<file path="src/rtl/fracclk_pkg.sv">
package fracclk_pkg;
  typedef enum logic [1:0] {
    OP_LOAD = 2'd0,
    OP_SET  = 2'd1,
    OP_CLR  = 2'd2,
    OP_TOG  = 2'd3
  } wr_op_e;
endpackage

</file>
<file path="src/rtl/fracclk_wr_unit.sv">
module fracclk_wr_unit
  import fracclk_pkg::*;
#(
  parameter int NUM_DIV  = 4,
  parameter int FIELD_W  = 8,
  parameter int FRAC_W   = 6,
  parameter int FRAC_RST = 18,
  localparam int DATA_W  = NUM_DIV * FIELD_W
) (
  input  logic              clk,
  input  logic              rst_n,
  input  wr_op_e            op_i,
  input  logic [DATA_W-1:0] wdata_i,
  input  logic              we_i,
  output logic [DATA_W-1:0] word_o
);
  logic [DATA_W-1:0] keep_mask;
  logic [DATA_W-1:0] rst_word;
  logic [DATA_W-1:0] word_q, word_d;

  // Implemented bits: fraction bits and gate bit of each slice.
  for (genvar n = 0; n < NUM_DIV; n++) begin : g_mask
    for (genvar b = 0; b < FIELD_W; b++) begin : g_bit
      if (b < FRAC_W || b == FIELD_W - 1) begin : g_live
        assign keep_mask[n*FIELD_W+b] = 1'b1;
        if (b == FIELD_W - 1) begin : g_gate
          assign rst_word[n*FIELD_W+b] = 1'b1;
        end else begin : g_frac
          assign rst_word[n*FIELD_W+b] = FRAC_RST[b];
        end
      end else begin : g_rsvd
        assign keep_mask[n*FIELD_W+b] = 1'b0;
        assign rst_word[n*FIELD_W+b]  = 1'b0;
      end
    end
  end

  always_comb begin
    unique case (op_i)
      OP_LOAD: word_d = wdata_i;
      OP_SET:  word_d = word_q | wdata_i;
      OP_CLR:  word_d = word_q & ~wdata_i;
      OP_TOG:  word_d = word_q ^ wdata_i;
      default: word_d = word_q;
    endcase
    word_d = word_d & keep_mask;
  end

  always_ff @(posedge clk or negedge rst_n) begin
    if (!rst_n)    word_q <= rst_word;
    else if (we_i) word_q <= word_d;
  end

  assign word_o = word_q;

  p_hold_idle_r11: assert property (@(posedge clk) disable iff (!rst_n)
    !we_i |=> $stable(word_q));
  p_load_r2: assert property (@(posedge clk) disable iff (!rst_n)
    (we_i && op_i == OP_LOAD) |=> word_q == ($past(wdata_i) & keep_mask));
  p_set_ones_r3: assert property (@(posedge clk) disable iff (!rst_n)
    (we_i && op_i == OP_SET) |=>
      ((word_q & $past(wdata_i) & keep_mask) == ($past(wdata_i) & keep_mask)));
  p_clr_zeros_r4: assert property (@(posedge clk) disable iff (!rst_n)
    (we_i && op_i == OP_CLR) |=> ((word_q & $past(wdata_i)) == '0));
  p_tog_flips_r5: assert property (@(posedge clk) disable iff (!rst_n)
    (we_i && op_i == OP_TOG) |=>
      ((word_q ^ $past(word_q)) == ($past(wdata_i) & keep_mask)));
endmodule

</file>
<file path="src/rtl/fracclk_field.sv">
module fracclk_field #(
  parameter int FRAC_W   = 6,
  parameter int FRAC_MIN = 12,
  parameter int FRAC_MAX = 35
) (
  input  logic [FRAC_W-1:0] frac_i,
  input  logic              gate_i,
  output logic [FRAC_W-1:0] frac_o,
  output logic              en_o,
  output logic              range_err_o
);
  localparam logic [FRAC_W-1:0] LoLim = FRAC_W'(FRAC_MIN);
  localparam logic [FRAC_W-1:0] HiLim = FRAC_W'(FRAC_MAX);

  assign frac_o      = frac_i;
  assign en_o        = ~gate_i;
  assign range_err_o = (frac_i < LoLim) || (frac_i > HiLim);
endmodule

</file>
<file path="src/rtl/fracclk_ctrl_bank.sv">
module fracclk_ctrl_bank
  import fracclk_pkg::*;
#(
  parameter int NUM_DIV  = 4,
  parameter int FIELD_W  = 8,
  parameter int FRAC_W   = 6,
  parameter int FRAC_MIN = 12,
  parameter int FRAC_MAX = 35,
  parameter int FRAC_RST = 18,
  localparam int DATA_W  = NUM_DIV * FIELD_W
) (
  input  logic                     clk,
  input  logic                     rst_n,
  input  logic [1:0]               addr_i,
  input  logic [DATA_W-1:0]        wdata_i,
  input  logic                     we_i,
  output logic [DATA_W-1:0]        rdata_o,
  output logic [NUM_DIV*FRAC_W-1:0] frac_o,
  output logic [NUM_DIV-1:0]       clk_en_o,
  output logic [NUM_DIV-1:0]       range_err_o
);
  logic [DATA_W-1:0] word;

  fracclk_wr_unit #(
    .NUM_DIV (NUM_DIV),
    .FIELD_W (FIELD_W),
    .FRAC_W  (FRAC_W),
    .FRAC_RST(FRAC_RST)
  ) u_wr (
    .clk    (clk),
    .rst_n  (rst_n),
    .op_i   (wr_op_e'(addr_i)),
    .wdata_i(wdata_i),
    .we_i   (we_i),
    .word_o (word)
  );

  assign rdata_o = word;

  for (genvar n = 0; n < NUM_DIV; n++) begin : g_div
    fracclk_field #(
      .FRAC_W  (FRAC_W),
      .FRAC_MIN(FRAC_MIN),
      .FRAC_MAX(FRAC_MAX)
    ) u_field (
      .frac_i     (word[n*FIELD_W +: FRAC_W]),
      .gate_i     (word[n*FIELD_W + FIELD_W - 1]),
      .frac_o     (frac_o[n*FRAC_W +: FRAC_W]),
      .en_o       (clk_en_o[n]),
      .range_err_o(range_err_o[n])
    );

    p_legal_no_flag_r10: assert property (@(posedge clk) disable iff (!rst_n)
      (int'(frac_o[n*FRAC_W +: FRAC_W]) >= FRAC_MIN &&
       int'(frac_o[n*FRAC_W +: FRAC_W]) <= FRAC_MAX) |-> !range_err_o[n]);
    p_gate_stop_r8: assert property (@(posedge clk) disable iff (!rst_n)
      rdata_o[n*FIELD_W + FIELD_W - 1] |-> !clk_en_o[n]);
  end
endmodule

</file>
<file path="config.mk">
export PLATFORM = sky130hd
export DESIGN_NAME = fracclk_ctrl_bank
export DESIGN_NICKNAME = d
export VERILOG_FILES = /design/src/rtl/fracclk_pkg.sv /design/src/rtl/fracclk_wr_unit.sv /design/src/rtl/fracclk_field.sv /design/src/rtl/fracclk_ctrl_bank.sv
export SDC_FILE = /design/constraint.sdc
export NUM_CORES = 1
export LEC_CHECK = 0
export ABC_AREA = 1
export CORE_ASPECT_RATIO = 0.7
export CORE_UTILIZATION = 43
export CTS_CLUSTER_DIAMETER = 80
export DETAILED_ROUTE_END_ITERATION = 8
export GPL_TIMING_DRIVEN = 0
export PLACE_DENSITY = 0.78
export SYNTH_ARGS = -nofsm -noshare
export SYNTH_HDL_FRONTEND = slang
export SYNTH_SLANG_ARGS = --single-unit
</file>
<file path="constraint.sdc">
create_clock -name clk -period 1.15 [get_ports clk]
set_clock_uncertainty 0.1 [all_clocks]
set_input_delay 0.115 -clock clk [delete_from_list [all_inputs] [get_ports clk]]
set_output_delay 0.115 -clock clk [all_outputs]
set_load 0.02 [all_outputs]
</file>
* Word level (Yosys, flattened, before mapping)
Index checks and enable logic that the tools add are counted.
** Word-level totals
- Input port bits :: 37
- Register bits after elaboration :: 28
- Output and inout port bits :: 64
- Word-level logic and storage cells :: 26
** Operators by class
- Equal/unequal tests :: 3
- Bitwise gates (word level) :: 8
- Reduce and logical (&&, ||, !) cells :: 5
- Order comparisons :: 8
- Multiplexer cells :: 1
** Operator list (count)
- one-hot mux 32 bit (4 select lines) :: 1
- AND 32 bit :: 1
- NOT 32 bit :: 1
- bitwise OR 32 bit :: 1
- XOR 32 bit :: 1
- > comparator 6 bit (second input constant) :: 4
- less-than comparator 6 x 4 -> 1 bit (second input constant) :: 4
- equality test 2 bit (second input constant) :: 2
- logical OR 1 bit :: 4
- NOT 1 bit :: 4
- equality test 2 x 1 -> 1 bit (second input constant) :: 1
- logical NOT 2 bit :: 1

* Depth between registers and ports, before layout
- Depth after elaboration :: 3
- Gate-level depth with buffers :: 8
- Mapped depth without buffers :: 8

* Hierarchy
From an unflattened synthesis, not the netlist that was laid out.
** Second synthesis, totals
- Cell total of the unflattened synthesis :: 508
- Area total of the unflattened synthesis :: 3384.5 um^2
** Modules (own cells, without submodules)
- fracclk_wr_unit :: times used 1, cells an instance 436, sequential area each 715.7 um^2, area each 2989.1 um^2
- fracclk_field :: times used 4, cells an instance 18, sequential area each 0.0 um^2, area each 98.8 um^2

* Least setup slack after synthesis
OpenSTA, ideal clock, no wires.
- Path type :: register to register
- Start :: register u_wr.word_q[12] (netlist: u_wr.word_o[12])
- End :: register u_wr.word_q[12] (netlist: u_wr.word_o[12])
- Arrival time :: 1.162 ns
- Data required time :: 0.974 ns
- Buffers on the path :: 0
- Period minus slack after synthesis :: 1.338 ns
- Slack :: -0.188 ns
- Cell stages (with the launch flop) :: 7
- Library setup time :: 0.076 ns
- Cell sequence :: dfstp_2 > inv_1 > ha_1 > nand3_1 > nand3_1 > nand2_1 > nand2_1
** Between the ends
- Cells in the longest elaborated chain, start to end :: 2
- Elaborated cells on any way between the ends :: 4
- Classes of those cells :: 1 x mux; 3 x bitwise
** Ends and longest elaborated chain
- start: declaration :: RTL line fracclk_wr_unit.sv:19 : logic [DATA_W-1:0] word_q, word_d;
- start signal: assignment :: RTL line fracclk_wr_unit.sv:50 : if (!rst_n) word_q <= rst_word;
- start signal: assignment :: RTL line fracclk_wr_unit.sv:51 : else if (we_i) word_q <= word_d;
- XOR 32 bit, or another cell as far along :: RTL line fracclk_wr_unit.sv:43 : OP_TOG: word_d = word_q ^ wdata_i;
- one-hot mux 32 bit (4 select lines) * :: RTL line fracclk_wr_unit.sv:39 : unique case (op_i)
Every way passes the cells marked *; elsewhere a longest branch is shown, timed or not.
A chain may end at the register's enable or synchronous reset.

* Worst setup path in the final report
- Start :: register u_wr.word_q[28] (netlist: u_wr.word_o[28])
- End :: output range_err_o[3]
** Between the ends
- Cells in the longest elaborated chain, start to end :: 2
- Elaborated cells on any way between the ends :: 3
- Classes of those cells :: 2 x order compare; 1 x reduce/logical
** Ends and longest elaborated chain
- less-than comparator 6 x 4 -> 1 bit / > comparator 6 bit (equally long branches) :: RTL line fracclk_field.sv:17 : assign range_err_o = (frac_i < LoLim) || (frac_i > HiLim);
- logical OR 1 bit * :: RTL line fracclk_field.sv:17
- end: declaration :: RTL line fracclk_ctrl_bank.sv:20 : output logic [NUM_DIV-1:0] range_err_o
Marked as above.

==> results.ini <==
[global_routing]
grt_pass1_wl_mm = 18.5
grt_overflow = 0
grt_max_degree = 29
first_global_vias = 3922
grt.total_usage_pct = 29.9
antenna_found_initial = 0

[floorplan]
chipWidth_um = 106
core-area_um2 = 7320
floorplan.die_area_um2 = 7920
io_pins = 101
die_h_um = 74.7
start_util_pct = 44.4
fp-row-count = 26

[cts]
clockRootBuffer = clkbuf_8
clkSinkCount = 28
h-tree-depth = 1
numCtsBuffers = 3
max-clock-path-buffers = 2
cts_tree = yes
worst_skew_pair.late_latency_ns = 0.29
cts.clk_slew.worst_paths_ns = 0.12

[place]
placed_cell_area_um2 = 4430
io_buffers = 91
dp_hpwl_mm = 6.34
gp_congestion = 0.764

[critical_path]
reg2reg_depth = 7
rrSetupSlack_ns = -0.40
cp-start-kind = register
crit_path_end_kind = output pin
required_ns = 0.94
worst-path-max-fanout = 5
crit_type = register to output pin
worstPathArrival_ns = 1.36

[detailed_routing]
drt-initial-drc-count = 397
drc = 0
vias = 4190
postRouteAntennaNets = 0
vias_per_cell = 5.62
drt-wirelength-per-cell_um = 19.5
drtPass1Iterations = 7
wl_mm = 14.5

[final_layout]
area_growth_pct = 85.8
drive_above_1_share_pct = 55.2
finish.utilization_pct = 82.5
diodes = 0
layout_common_cells = buf_6, nand2_1, inv_1
largest_reg_flops = 28
final_area_um2 = 6040
nets = 741
final_common_cell = buf_6
n_fill_cell = 379

[yosys]
synth_cell_type_count = 17
synth.largest_area_cell = ha_1
syn_area_um2 = 3250
synth_enable_flop_cells = 0
ys_warn_count = 0
synth_top_area_share_pct = 21.6
syn_inst = 482
synthTopCellsByArea = ha_1, nand2_1, dfrtp_1
synth.yosys.seq_area_share_pct = 22.0
yosys_register_bits = 28
synthArstFlopShare_pct = 100
avgSynthCellArea_um2 = 6.74
dominantRegCellSynth = dfrtp_1

[hold_path]
hold_path_class = input port to async pin

[power_and_ir_drop]
max-vdd-ir-drop_mv = 0.774
powerDensity_nw_per_um2 = 1050
p_leak_nw = 2.96

[timing]
period_needed_ns = 1.58
max_slew.worst_pin.slew_ns = 0.820
max_freq_ghz = 0.634
layout_setup_ws_ns = -0.427
finalSetupViolCount = 86
max_slew_margin_pct = 45.3
timing.hold.ws_ns = -0.114
drv_slew = 0
rsz0062_at_grt = yes
hold_violations = 16
post-route-period-util_pct = 137

[flow_run]
cap_violations = 0

[status]
status = complete, but fails checks
violations = negative hold slack, negative setup slack

==> final cells by class <==
class	instances	area, um^2	area share (%)
buffer	54	468	7.75
clock buffer	4	55.1	0.912
inverter	75	327	5.41
multi-input combinational	320	2580	42.8
sequential	28	736	12.2
tap	98	123	2.03
timing repair buffer	166	1750	28.9
==> synth_stat cells, types with 7 or more instances <==
master,n
nor2_1,27
buf_2,13
a21oi_1,36
dfrtp_1,16
nand3_1,51
buf_4,41
ha_1,56
o21bai_1,10
clkbuf_1,7
nand2_1,127
inv_1,72
dfstp_2,12
==> power by group <==
part | switching, W | leakage (nW) | internal (W)
Sequential | 0.000241 | 0.303 | 0.00119
Clock | 0.000386 | 0.0288 | 0.000309
Combinational | 0.00200 | 2.63 | 0.00220
Total | 0.00262 | 2.96 | 0.00370
==> stage by stage <==
step / hold slack [ns] / TNS (ns) / cells / power [W] / setup slack, ns
2_1_floorplan: -0.281 / -1.96 / 485 / 0.00293 / -0.161
3_3_place_gp: 0.383 / -46.74 / 674 / 0.00384 / -0.823
3_5_place_dp: 0.390 / -47.55 / 674 / 0.00394 / -0.818
4_1_cts: -0.0942 / -12.45 / 736 / 0.00565 / -0.319
5_1_grt: -0.0539 / -18.38 / 745 / 0.00656 / -0.435
6_report: -0.114 / -16.58 / 745 / 0.00632 / -0.427
==> logic make-up (layout without fill, tap and decap cells) <==
kind of cell	Yosys count	after routing	synth area share, %
and+or+nand+nor	214	214	27.4
buffers and inverters	137	299	21.1
adders and majority gates	56	56	21.6
AOI/OAI and AO/OA	46	46	7.85
DFF	28	28	22.0
other	1	4	0.115
==> worst max-delay path, cell delays in order (launching register included) <==
cell,delay (ns)
dfstp_2,0.60
nor3_1,0.07
a21oi_1,0.23
buf_6,0.16
==> path summary, 6_finish.rpt <==
path,startpoint,to
hold / removal,rst_n,u_wr.word_o[29]
hold reg to reg,u_wr.word_o[15],u_wr.word_o[15]
min in group clk,addr_i[0],u_wr.word_o[7]
setup / recovery,u_wr.word_o[28],range_err_o[3]
setup reg to reg,u_wr.word_o[12],u_wr.word_o[12]
max in group asynchronous,rst_n,u_wr.word_o[16]
==> repair_timing <==
| action | CTS | global route |
|---|---|---|
| setup buffers | 64 | 15 |
| hold endpoints to repair | 16 | 16 |
| pin swaps | 62 | 48 |
| resized for setup | 501 | 90 |
| endpoints found under the setup margin | 116 | 86 |
==> layer usage <==
layer	vias up	GRT usage (%)	part of all wire [%]
met3	113	6.84	9.2
met4	0	14.4	6.7
met2	353	55.5	49
li1	1785	-	-
met5	-	0	0
met1	1939	33.5	36
Power figures use the tool's default switching activity.
